`src/rtl/irq_pkg.sv`:
```
package irq_pkg;
  localparam int NUM_SRC    = 6;
  localparam int NUM_EXT    = 2;
  localparam int NUM_PERIPH = 4;
  localparam int VEC_W      = 16;
  localparam int SPI_SLOT   = 5;

  typedef struct packed {
    logic               take;
    logic [NUM_SRC-1:0] ack;
  } pollStrobe_t;

  // slot of external pin i
  function automatic int extSlot(input int i);
    return 2 * i;
  endfunction

  // slot of peripheral request j: timers interleave with pins, rest follow
  function automatic int periphSlot(input int j);
    return (j < 2) ? (2 * j + 1) : (j + 2);
  endfunction

  function automatic logic [VEC_W-1:0] vecOf(input int slot);
    if (slot == SPI_SLOT) return VEC_W'(16'h004B);
    return VEC_W'(3 + slot * 8);
  endfunction

  function automatic logic [NUM_SRC-1:0] lowestSet(input logic [NUM_SRC-1:0] v);
    return v & (~v + NUM_SRC'(1));
  endfunction
endpackage

```
`src/rtl/irqFlagPath.sv`:
```
module irqFlagPath
  import irq_pkg::*;
(
  input  logic                  clk,
  input  logic                  rstN,
  input  logic [NUM_EXT-1:0]    extPinN,
  input  logic [NUM_EXT-1:0]    extEdgeMode,
  input  logic [NUM_PERIPH-1:0] periphReq,
  input  pollStrobe_t           strobe,
  output logic [NUM_SRC-1:0]    flags
);

  for (genvar i = 0; i < NUM_EXT; i++) begin : g_ext
    localparam int S = extSlot(i);
    logic pinPrev;
    logic flagQ;
    always_ff @(posedge clk) begin
      if (!rstN) begin
        pinPrev <= 1'b1;
        flagQ   <= 1'b0;
      end else begin
        pinPrev <= extPinN[i];
        if (extEdgeMode[i])
          flagQ <= (flagQ & ~strobe.ack[S]) | (pinPrev & ~extPinN[i]);
        else
          flagQ <= ~extPinN[i];
      end
    end
    assign flags[S] = flagQ;

    // acknowledged edge flag with no new edge is gone next clock
    p_edge_ack_clears_r3: assert property (@(posedge clk) disable iff (!rstN)
      (extEdgeMode[i] && strobe.ack[S] && extPinN[i]) |=> !flags[S]);
  end

  for (genvar j = 0; j < NUM_PERIPH; j++) begin : g_per
    localparam int S = periphSlot(j);
    logic flagQ;
    always_ff @(posedge clk) begin
      if (!rstN) flagQ <= 1'b0;
      else       flagQ <= (flagQ & ~strobe.ack[S]) | periphReq[j];
    end
    assign flags[S] = flagQ;

    // acknowledged pulse flag with no new pulse is gone next clock
    p_pulse_ack_clears_r5: assert property (@(posedge clk) disable iff (!rstN)
      (strobe.ack[S] && !periphReq[j]) |=> !flags[S]);
  end

endmodule

```
`src/rtl/irqPollCtrl.sv`:
```
module irqPollCtrl
  import irq_pkg::*;
(
  input  logic               clk,
  input  logic               rstN,
  input  logic [NUM_SRC-1:0] flags,
  input  logic [NUM_SRC-1:0] srcEnable,
  input  logic               globalEnable,
  input  logic [NUM_SRC-1:0] srcPriority,
  input  logic               lastCycle,
  input  logic [1:0]         inService,
  output pollStrobe_t        strobe,
  output logic [VEC_W-1:0]   vectorAddr
);

  logic [NUM_SRC-1:0] pending, hiReq, loReq, grant;
  logic hiOk, loOk;

  always_comb begin
    pending = flags & srcEnable & {NUM_SRC{globalEnable}};
    hiReq   = pending & srcPriority;
    loReq   = pending & ~srcPriority;
    hiOk    = !inService[1];
    loOk    = (inService == 2'b00);
    if (hiOk && (|hiReq)) grant = lowestSet(hiReq);
    else if (loOk)        grant = lowestSet(loReq);
    else                  grant = '0;
    strobe.take = lastCycle && (|grant);
    strobe.ack  = lastCycle ? grant : '0;
  end

  always_comb begin
    vectorAddr = '0;
    for (int i = 0; i < NUM_SRC; i++)
      if (strobe.ack[i]) vectorAddr = vecOf(i);
  end

  // a take happens only in the final instruction clock with master enable
  p_take_in_last_r2: assert property (@(posedge clk) disable iff (!rstN)
    strobe.take |-> (lastCycle && globalEnable));

  // acknowledge is one-hot and agrees with the take
  p_ack_onehot_r11: assert property (@(posedge clk) disable iff (!rstN)
    $onehot0(strobe.ack) && (strobe.take == (|strobe.ack)));

  // the taken slot is flagged and enabled
  p_take_flagged_r9: assert property (@(posedge clk) disable iff (!rstN)
    strobe.take |-> (|(strobe.ack & flags & srcEnable)));

  // nothing while a high handler runs
  p_nest_high_r10: assert property (@(posedge clk) disable iff (!rstN)
    inService[1] |-> !strobe.take);

  // only high-priority preempts a low handler
  p_nest_low_r10: assert property (@(posedge clk) disable iff (!rstN)
    (inService[0] && strobe.take) |-> (|(strobe.ack & srcPriority)));

endmodule

```
`src/rtl/irqPollUnit.sv`:
```
module irqPollUnit
  import irq_pkg::*;
(
  input  logic                  clk,
  input  logic                  rstN,
  input  logic [NUM_EXT-1:0]    extPinN,
  input  logic [NUM_EXT-1:0]    extEdgeMode,
  input  logic [NUM_PERIPH-1:0] periphReq,
  input  logic [NUM_SRC-1:0]    srcEnable,
  input  logic                  globalEnable,
  input  logic [NUM_SRC-1:0]    srcPriority,
  input  logic                  lastCycle,
  input  logic [1:0]            inService,
  output logic                  takeIrq,
  output logic [VEC_W-1:0]      vectorAddr,
  output logic [NUM_SRC-1:0]    flagAck
);

  pollStrobe_t        strobe;
  logic [NUM_SRC-1:0] flags;

  irqFlagPath u_path (
    .clk(clk), .rstN(rstN), .extPinN(extPinN), .extEdgeMode(extEdgeMode),
    .periphReq(periphReq), .strobe(strobe), .flags(flags)
  );

  irqPollCtrl u_ctrl (
    .clk(clk), .rstN(rstN), .flags(flags), .srcEnable(srcEnable),
    .globalEnable(globalEnable), .srcPriority(srcPriority),
    .lastCycle(lastCycle), .inService(inService),
    .strobe(strobe), .vectorAddr(vectorAddr)
  );

  assign takeIrq = strobe.take;
  assign flagAck = strobe.ack;

endmodule

```
`config.mk`:
```
export PLATFORM = sky130hd
export DESIGN_NAME = irqPollUnit
export DESIGN_NICKNAME = d
export VERILOG_FILES = /design/src/rtl/irq_pkg.sv /design/src/rtl/irqFlagPath.sv /design/src/rtl/irqPollCtrl.sv /design/src/rtl/irqPollUnit.sv
export SDC_FILE = /design/constraint.sdc
export NUM_CORES = 1
export LEC_CHECK = 0
export BUFFER_PORTS_ARGS = -buffer_cell sky130_fd_sc_hd__buf_2
export CORE_UTILIZATION = 40
export DETAILED_ROUTE_END_ITERATION = 8
export GPL_ROUTABILITY_DRIVEN = 0
export HOLD_SLACK_MARGIN = 0.12
export PLACE_DENSITY = 0.74
export REMOVE_ABC_BUFFERS = 1
export SYNTH_ARGS = -nofsm -noshare
export SYNTH_HDL_FRONTEND = slang
export SYNTH_HIERARCHICAL = 1
export SYNTH_SLANG_ARGS = --single-unit
```
`constraint.sdc`:
```
create_clock -name clk -period 1.95 [get_ports clk]
set_input_delay 0.195 -clock clk [delete_from_list [all_inputs] [get_ports clk]]
set_output_delay 0.195 -clock clk [all_outputs]
set_load 0.02 [all_outputs]
```
==> flow_summary_export.csv, run 1 <==
group,metric,value,unit
run_status,status,"complete, but fails checks",
run_status,violations,"negative setup slack",
critical_path,crit_chain,"and3_4 > a221o_2 > nor4_4 > o221a_2 > or3_4 > buf_6",
timing,period_share,1.06,
cts,cts_inserted_buffers,3,
detailed_routing,routedWlPerCell,12.8,um
critical_path,critical_path_buf_inv_count,1,
floorplanning,pin_count,49,
timing,setup_violations,9,
layout,area_growth_syn_to_layout,37.5,%
logic_synthesis,yosys.area_share.simple,0.387,
floorplanning,row_count,16,
logic_synthesis,synth_seq_cells,8,
timing,finalHoldViolations,0,
logic_synthesis,synthArstFlopShare,0,
logic_synthesis,ys_seq_area_frac,0.183,
cts,cts_sinks,8,
floorplanning,start_util,0.436,
cts,clk_latency,0.24,ns
grt,grt_pass1_wl,3570,um
critical_path,cp.arrival,1.87,ns
layout,finalNonFillerCells,174,
detailed_routing,wirelength,2230,um
power,peakVddDrop,0.000379,V
detailed_routing,drt-pass1-iter-count,4,
power,p_per_area,402,mW/mm^2
critical_path,cp.required,1.75,ns
logic_synthesis,synth_top_area_share,0.183,
cts,cts_buffer_depth,2,
critical_path,critPathMaxStageDelay,0.34,ns
critical_path,cp_slowest_cell,"or3_4",
layout,layout_commonest_cell,"buf_2",
timing,slew_viol_final,0,
logic_synthesis,synthCells,107,
critical_path,worstSetupEndpointType,"output port",
layout,fin_util,0.600,
logic_synthesis,synthXorXnorAreaFrac,0,
logic_synthesis,synth_edf_count,0,
grt,grt_antenna_before_repair,0,
detailed_routing,drc,0,
logic_synthesis,synth_compound_area_frac,0.228,
logic_synthesis,synthFlopType,"dfxtp_1",
timing,worst_slack,-0.120,ns
floorplanning,die_w,48.7,um
detailed_routing,drt_iter0_markers,17,
run,drv_cap,0,
detailed_routing,final_antenna_net_count,0,
timing,fin_setup_tns,-0.469,ns
floorplanning,core-area,0.00200,mm^2
power,power,483,uW
critical_path,worst-setup-path-type,"reg -> out",
grt,grt_pass1_vias,860,
layout,fill_cells,167,
detailed_routing,via_per_inst,5.39,
critical_path,crit_fanout,4,
timing,period_minus_slack,2.07,ns
timing,rsz0062_at_grt,"yes",
placement,placement.io_buffers,38,
layout,fin_nets,175,
grt,grt_util_all_layers,0.189,
hold_path,min_path_type,"in -> reg",
logic_synthesis,synth_mux_area_frac,0.0115,
layout,drive_above_1_share,0.537,
floorplanning,die-area,0.00237,mm^2
placement,dp_hpwl,1630,um
critical_path,crit_family,"simple AND/OR/NAND/NOR gates",
logic_synthesis,synth_fa_ha_area_frac,0,
placement,dp_cells,165,
logic_synthesis,synth_top_family_by_area,"simple AND/OR/NAND/NOR gates",
logic_synthesis,synth_area_leader_cell,"dfxtp_1",
logic_synthesis,yosysWarnings,6,
cts,htree_levels,1,
cts,clk_pin_slew_worst_paths,0.05,ns
timing,worst_hold_slack,0.156,ns
logic_synthesis,synthTopCellsByArea,"dfxtp_1 18%, buf_4 15%, nor2_1 4.3%, nor2b_1 4.3%, nand3_4 4.0%",
logic_synthesis,netlist_area,873,um^2
cts,cts_root_buf,"clkbuf_4",
floorplanning,die_height,48.7,um
detailed_routing,num_vias,937,
timing,timing.fmax,483,MHz
placement,place_area,0.00101,mm^2
logic_synthesis,yosysUniqueCellTypes,43,
layout,fin_area,0.00120,mm^2
cts,cts_tree,"done",
grt,grt.overflow.total,0,
layout,antenna_cells,0,
critical_path,crit_path_start_kind,"flip-flop",
timing,fin_skew,0.000827,ns
placement,place_ws,0.0221,ns
layout,mostFrequentLayoutCells,"28 x buf_2, 16 x buf_4, 10 x conb_1",
grt,grt_max_degree,10,
power,p_leak,0.546,nW
logic_synthesis,avgSynthCellArea,8.16,um^2
-- cells in the mapped netlist, types with 2 or more instances --
library cell and n:
a2111oi_0 2, and3_1 3, buf_4 18, dfxtp_1 8, inv_1 3, nand2_1 4, nand2b_2 2, nand3_1 3
nand3_4 2, nand3b_1 2, nand4_1 3, nand4_2 2, nand4b_1 2, nor2_1 10, nor2b_1 6, nor3_1 3
nor4_1 2, o21a_1 4, o21ai_0 2, o21ai_1 2, or3_1 2
-- sequential cells by signal, summed over array words and instances (netlist names) --
register / cells
u_path/g_ext.flagQ: 2
u_path/g_ext.pinPrev: 2
u_path/g_per.flagQ: 4
-- metal layers --
layer	wire, um	track usage
met2	1160	0.315
met3	91	0.0252
met1	961	0.233
met5	0	0
met4	12	0.108
-- worst register-to-register path: stages (launching register included) --
cell and delay, ns:
dfxtp_2 0.32, and3_4 0.16, a221o_2 0.46, nor3_2 0.19, a31oi_1 0.12, nor2_1 0.16
buf_4 0.13, nor2b_1 0.03, o21a_1 0.15
-- power breakdown --
part	total [mW]	internal, mW	switching (mW)
Clock	0.117	0.0698	0.0476
Sequential	0.184	0.176	0.00762
Combinational	0.182	0.0763	0.106
Total	0.483	0.323	0.161
-- final cells by class --
type                            count  area, um^2  area share
Clock buffer                        3        22.5      0.0188
Inverter                            3        11.3     0.00938
Multi-Input combinational cell     85         664       0.553
Sequential cell                     8         164       0.136
Tap cell                           27        33.8      0.0281
Timing Repair Buffer               48         305       0.254
-- final timing paths --
kind / start / slack, ns / end / cells after the start
worst max-delay path: u_path/g_ext[0].flagQ / -0.12 / vectorAddr[3] / 6
worst min-delay path: extPinN[0] / 0.16 / u_path/g_ext[0].pinPrev / 2
worst max register to register: u_path/g_ext[0].flagQ / 0.12 / u_path/g_per[2].flagQ / 8
worst min register to register: u_path/g_ext[1].pinPrev / 0.47 / u_path/g_ext[1].flagQ / 2
-- logic make-up after synthesis --
group / after synthesis
compound gates: 23
buf+inv: 23
flops: 8
mux: 1
other cells: 1
simple gates: 51
-- what timing repair did --
action                                  in CTS  in global routing
gates resized for setup                     13                 21
pin swaps                                   12                  7
hold endpoints to repair                     0                  0
hold buffers                                 0                  0
endpoints found under the setup margin      10                 12
setup buffers                                3                  3
Power figures use the tool's default switching activity.
==> inputs of run 2 (changes only) <==
PLACE_DENSITY = 0.77   (was 0.74)
SYNTH_HIERARCHICAL = default   (was 1)
==> run 2 against run 1 <==
  * The flow still finishes with violations (negative setup slack)
  * Critical path depth unchanged
  * Die area decreased by 15%
  * Synthesized cell count decreased by 8.4%
  * Non-clock buffer count increased by 2
  * Clock skew increased by 0.0014 ns
  * Cell count decreased by 2.3%
  * Sequential cell count unchanged
  * Sequential share of layout area increased by 1.6 points
  * Maximum frequency decreased by 7.1%
  * Highest routed layer unchanged
==> flow_summary_export.csv, run 2 <==
group,metric,value,unit
timing,rsz0062_at_grt,"yes",
grt,grt_antenna_before_repair,0,
detailed_routing,wirelength,2170,um
logic_synthesis,synthCells,98,
layout,area_growth_syn_to_layout,49.9,%
logic_synthesis,synth_seq_cells,8,
grt,grt_util_all_layers,0.201,
detailed_routing,drc,0,
logic_synthesis,synthArstFlopShare,0,
logic_synthesis,avgSynthCellArea,7.55,um^2
critical_path,worstSetupPathDepth,6,
detailed_routing,top_layer_used,"met4",
logic_synthesis,netlist_top_cells_count,"13 x buf_4, 13 x nand2_1, 8 x dfxtp_1",
cts,cts_tree,"done",
cts,hold_buffers,0,
logic_synthesis,yosysUniqueCellTypes,35,
logic_synthesis,synth_compound_area_frac,0.244,
cts,cts_buffer_depth,2,
critical_path,crit_fanout,5,
timing,slew_viol_final,0,
critical_path,crit_start,"u_path.g_ext[0].flagQ",
timing,timing.fmax,449,MHz
logic_synthesis,synth_fa_ha_area_frac,0,
grt,grt_pass1_wl,2990,um
cts,cts_root_buf,"clkbuf_4",
critical_path,reg2reg_from,"u_path.g_per[2].flagQ",
layout,multi_input_area,552,um^2
power,peakVddDrop,0.000363,V
timing,finalHoldViolations,0,
layout,fin_nets,173,
floorplanning,die_height,45.0,um
power,p_leak,0.541,nW
critical_path,cp.required,1.75,ns
placement,placement.io_buffers,38,
cts,htree_levels,1,
detailed_routing,drt-pass1-iter-count,4,
layout,layout_commonest_cell,"buf_2",
critical_path,rr_endpoint,"u_path.g_per[3].flagQ",
layout,top_register,"u_path.g_per.flagQ",
detailed_routing,wl_met2,1020,um
detailed_routing,num_vias,925,
critical_path,cp_slowest_cell,"or4_4",
timing,fin_skew,0.00223,ns
cts,cts_inserted_buffers,3,
logic_synthesis,synthTopCellsByArea,"dfxtp_1 22%, buf_4 13%, nand2_1 6.6%, nand4_1 5.9%, nand3_1 4.7%",
timing,fin_setup_tns,-1.35,ns
floorplanning,row_count,15,
detailed_routing,drt-met1-wl,930,um
placement,dp_hpwl,1610,um
critical_path,rr_worst_depth,5,
cts,clk_latency,0.25,ns
critical_path,cp.arrival,2.03,ns
logic_synthesis,yosysWarnings,0,
cts,clk_pin_slew_worst_paths,0.06,ns
floorplanning,pin_count,49,
logic_synthesis,ys_seq_area_frac,0.217,
logic_synthesis,synthFlopType,"dfxtp_1",
logic_synthesis,synth_edf_count,0,
logic_synthesis,synth_top_area_share,0.217,
detailed_routing,via_per_inst,5.44,
timing,worst_slack,-0.277,ns
floorplanning,die-area,0.00202,mm^2
run,drv_cap,0,
logic_synthesis,synthXorXnorAreaFrac,0,
hold_path,min_path_type,"in -> reg",
critical_path,crit_path_start_kind,"flip-flop",
floorplanning,die_w,45.0,um
grt,grt_pass1_vias,720,
grt,grt_max_degree,14,
critical_path,crit_family,"simple AND/OR/NAND/NOR gates",
detailed_routing,drt_iter0_markers,33,
floorplanning,core-area,0.00173,mm^2
logic_synthesis,netlist_area,739,um^2
logic_synthesis,synth_area_leader_cell,"dfxtp_1",
detailed_routing,final_antenna_net_count,0,
critical_path,critical_path_buf_inv_count,1,
layout,mostFrequentLayoutCells,"30 x buf_2, 14 x buf_4, 13 x nand2_1",
logic_synthesis,synth_top_family_by_area,"simple AND/OR/NAND/NOR gates",
layout,drive_above_1_share,0.490,
layout,largest_reg_flops,4,
logic_synthesis,synth_mux_area_frac,0,
layout,fill_cells,157,
power,p_per_area,431,mW/mm^2
layout,seq_area,169,um^2
timing,period_share,1.14,
run_status,status,"complete, but fails checks",
grt,grt.overflow.total,0,
critical_path,r2r_slack,0.27,ns
critical_path,worstSetupEndpointType,"output port",
layout,antenna_cells,0,
floorplanning,start_util,0.428,
critical_path,worst-setup-path-type,"reg -> out",
logic_synthesis,yosys.area_share.simple,0.367,
timing,worst_hold_slack,0.128,ns
detailed_routing,met3WireLength,205,um
run_status,violations,"negative setup slack",
layout,largestRegisters,"u_path.g_per.flagQ (4), u_path.g_ext.flagQ (2), u_path.g_ext.pinPrev (2)",
critical_path,crit_end,"vectorAddr[0]",
detailed_routing,routedWlPerCell,12.8,um
critical_path,crit_chain,"nand4_1 > nand3_1 > o21bai_1 > a31o_1 > or4_4 > buf_4",
cts,cts_sinks,8,
critical_path,critPathMaxStageDelay,0.42,ns
timing,period_minus_slack,2.23,ns
timing,setup_violations,6,
run 2: timing repair:
action | in CTS | in global routing
pin swaps | 2 | 8
resized for setup | 8 | 23
setup endpoints to repair | 7 | 12
buffers inserted | 0 | 2
run 2: how the worst min path moves through the flow:
stage,cells after the start,to,startpoint,slack (ns)
after floorplan,1,u_path.g_ext[0].pinPrev,rstN,0.27
after global placement,3,u_path.g_per[1].flagQ,periphReq[1],0.39
after detailed placement,3,u_path.g_per[1].flagQ,periphReq[1],0.39
after CTS,3,u_path.g_per[1].flagQ,periphReq[1],0.13
after global routing,2,u_path.g_ext[1].pinPrev,extPinN[1],0.13
final,3,u_path.g_per[1].flagQ,periphReq[1],0.13
run 2: cell type report:
type / instances / area share
Multi-Input combinational cell: 81 / 0.498
Timing Repair Buffer: 50 / 0.291
Sequential cell: 8 / 0.152
Tap cell: 25 / 0.0282
Clock buffer: 3 / 0.0203
Inverter: 3 / 0.0102
run 2: through the flow:
step	cell area, um^2	total power, mW	setup WS (ns)	cells	utilization
final	1110	0.477	-0.277	170	0.642
after global routing	1110	0.507	-0.321	170	0.642
after CTS	1000	0.466	-0.223	168	0.580
after detailed placement	957	0.326	-0.0677	165	0.554
after global placement	957	0.322	-0.0420	165	0.554
after floorplan	661	0.261	-0.100	92	-
run 2: report_power, final:
group          total (mW)  internal, mW  leakage [nW]  switching [mW]
clock               0.132        0.0708        0.0138          0.0610
combinational       0.157        0.0646         0.459          0.0925
sequential          0.189         0.179        0.0681          0.0101
run 2: cells by family after synthesis:
logic type,count (synthesis)
DFF,8
other,1
AOI/OAI and AO/OA,24
buffers and inverters,18
and+or+nand+nor,47
run 2: per-layer routing:
layer  track usage  vias up
met1         0.285      425
met3        0.0400        2
li1              -      447
met5             0        -
met4        0.0970        0
met2         0.290       51
run 2: tightest hold or removal path: cells and delay by family:
kind | cells | cell delay, ns
AND/OR/NAND/NOR | 2 | 0.09
buffers and inverters | 1 | 0.07
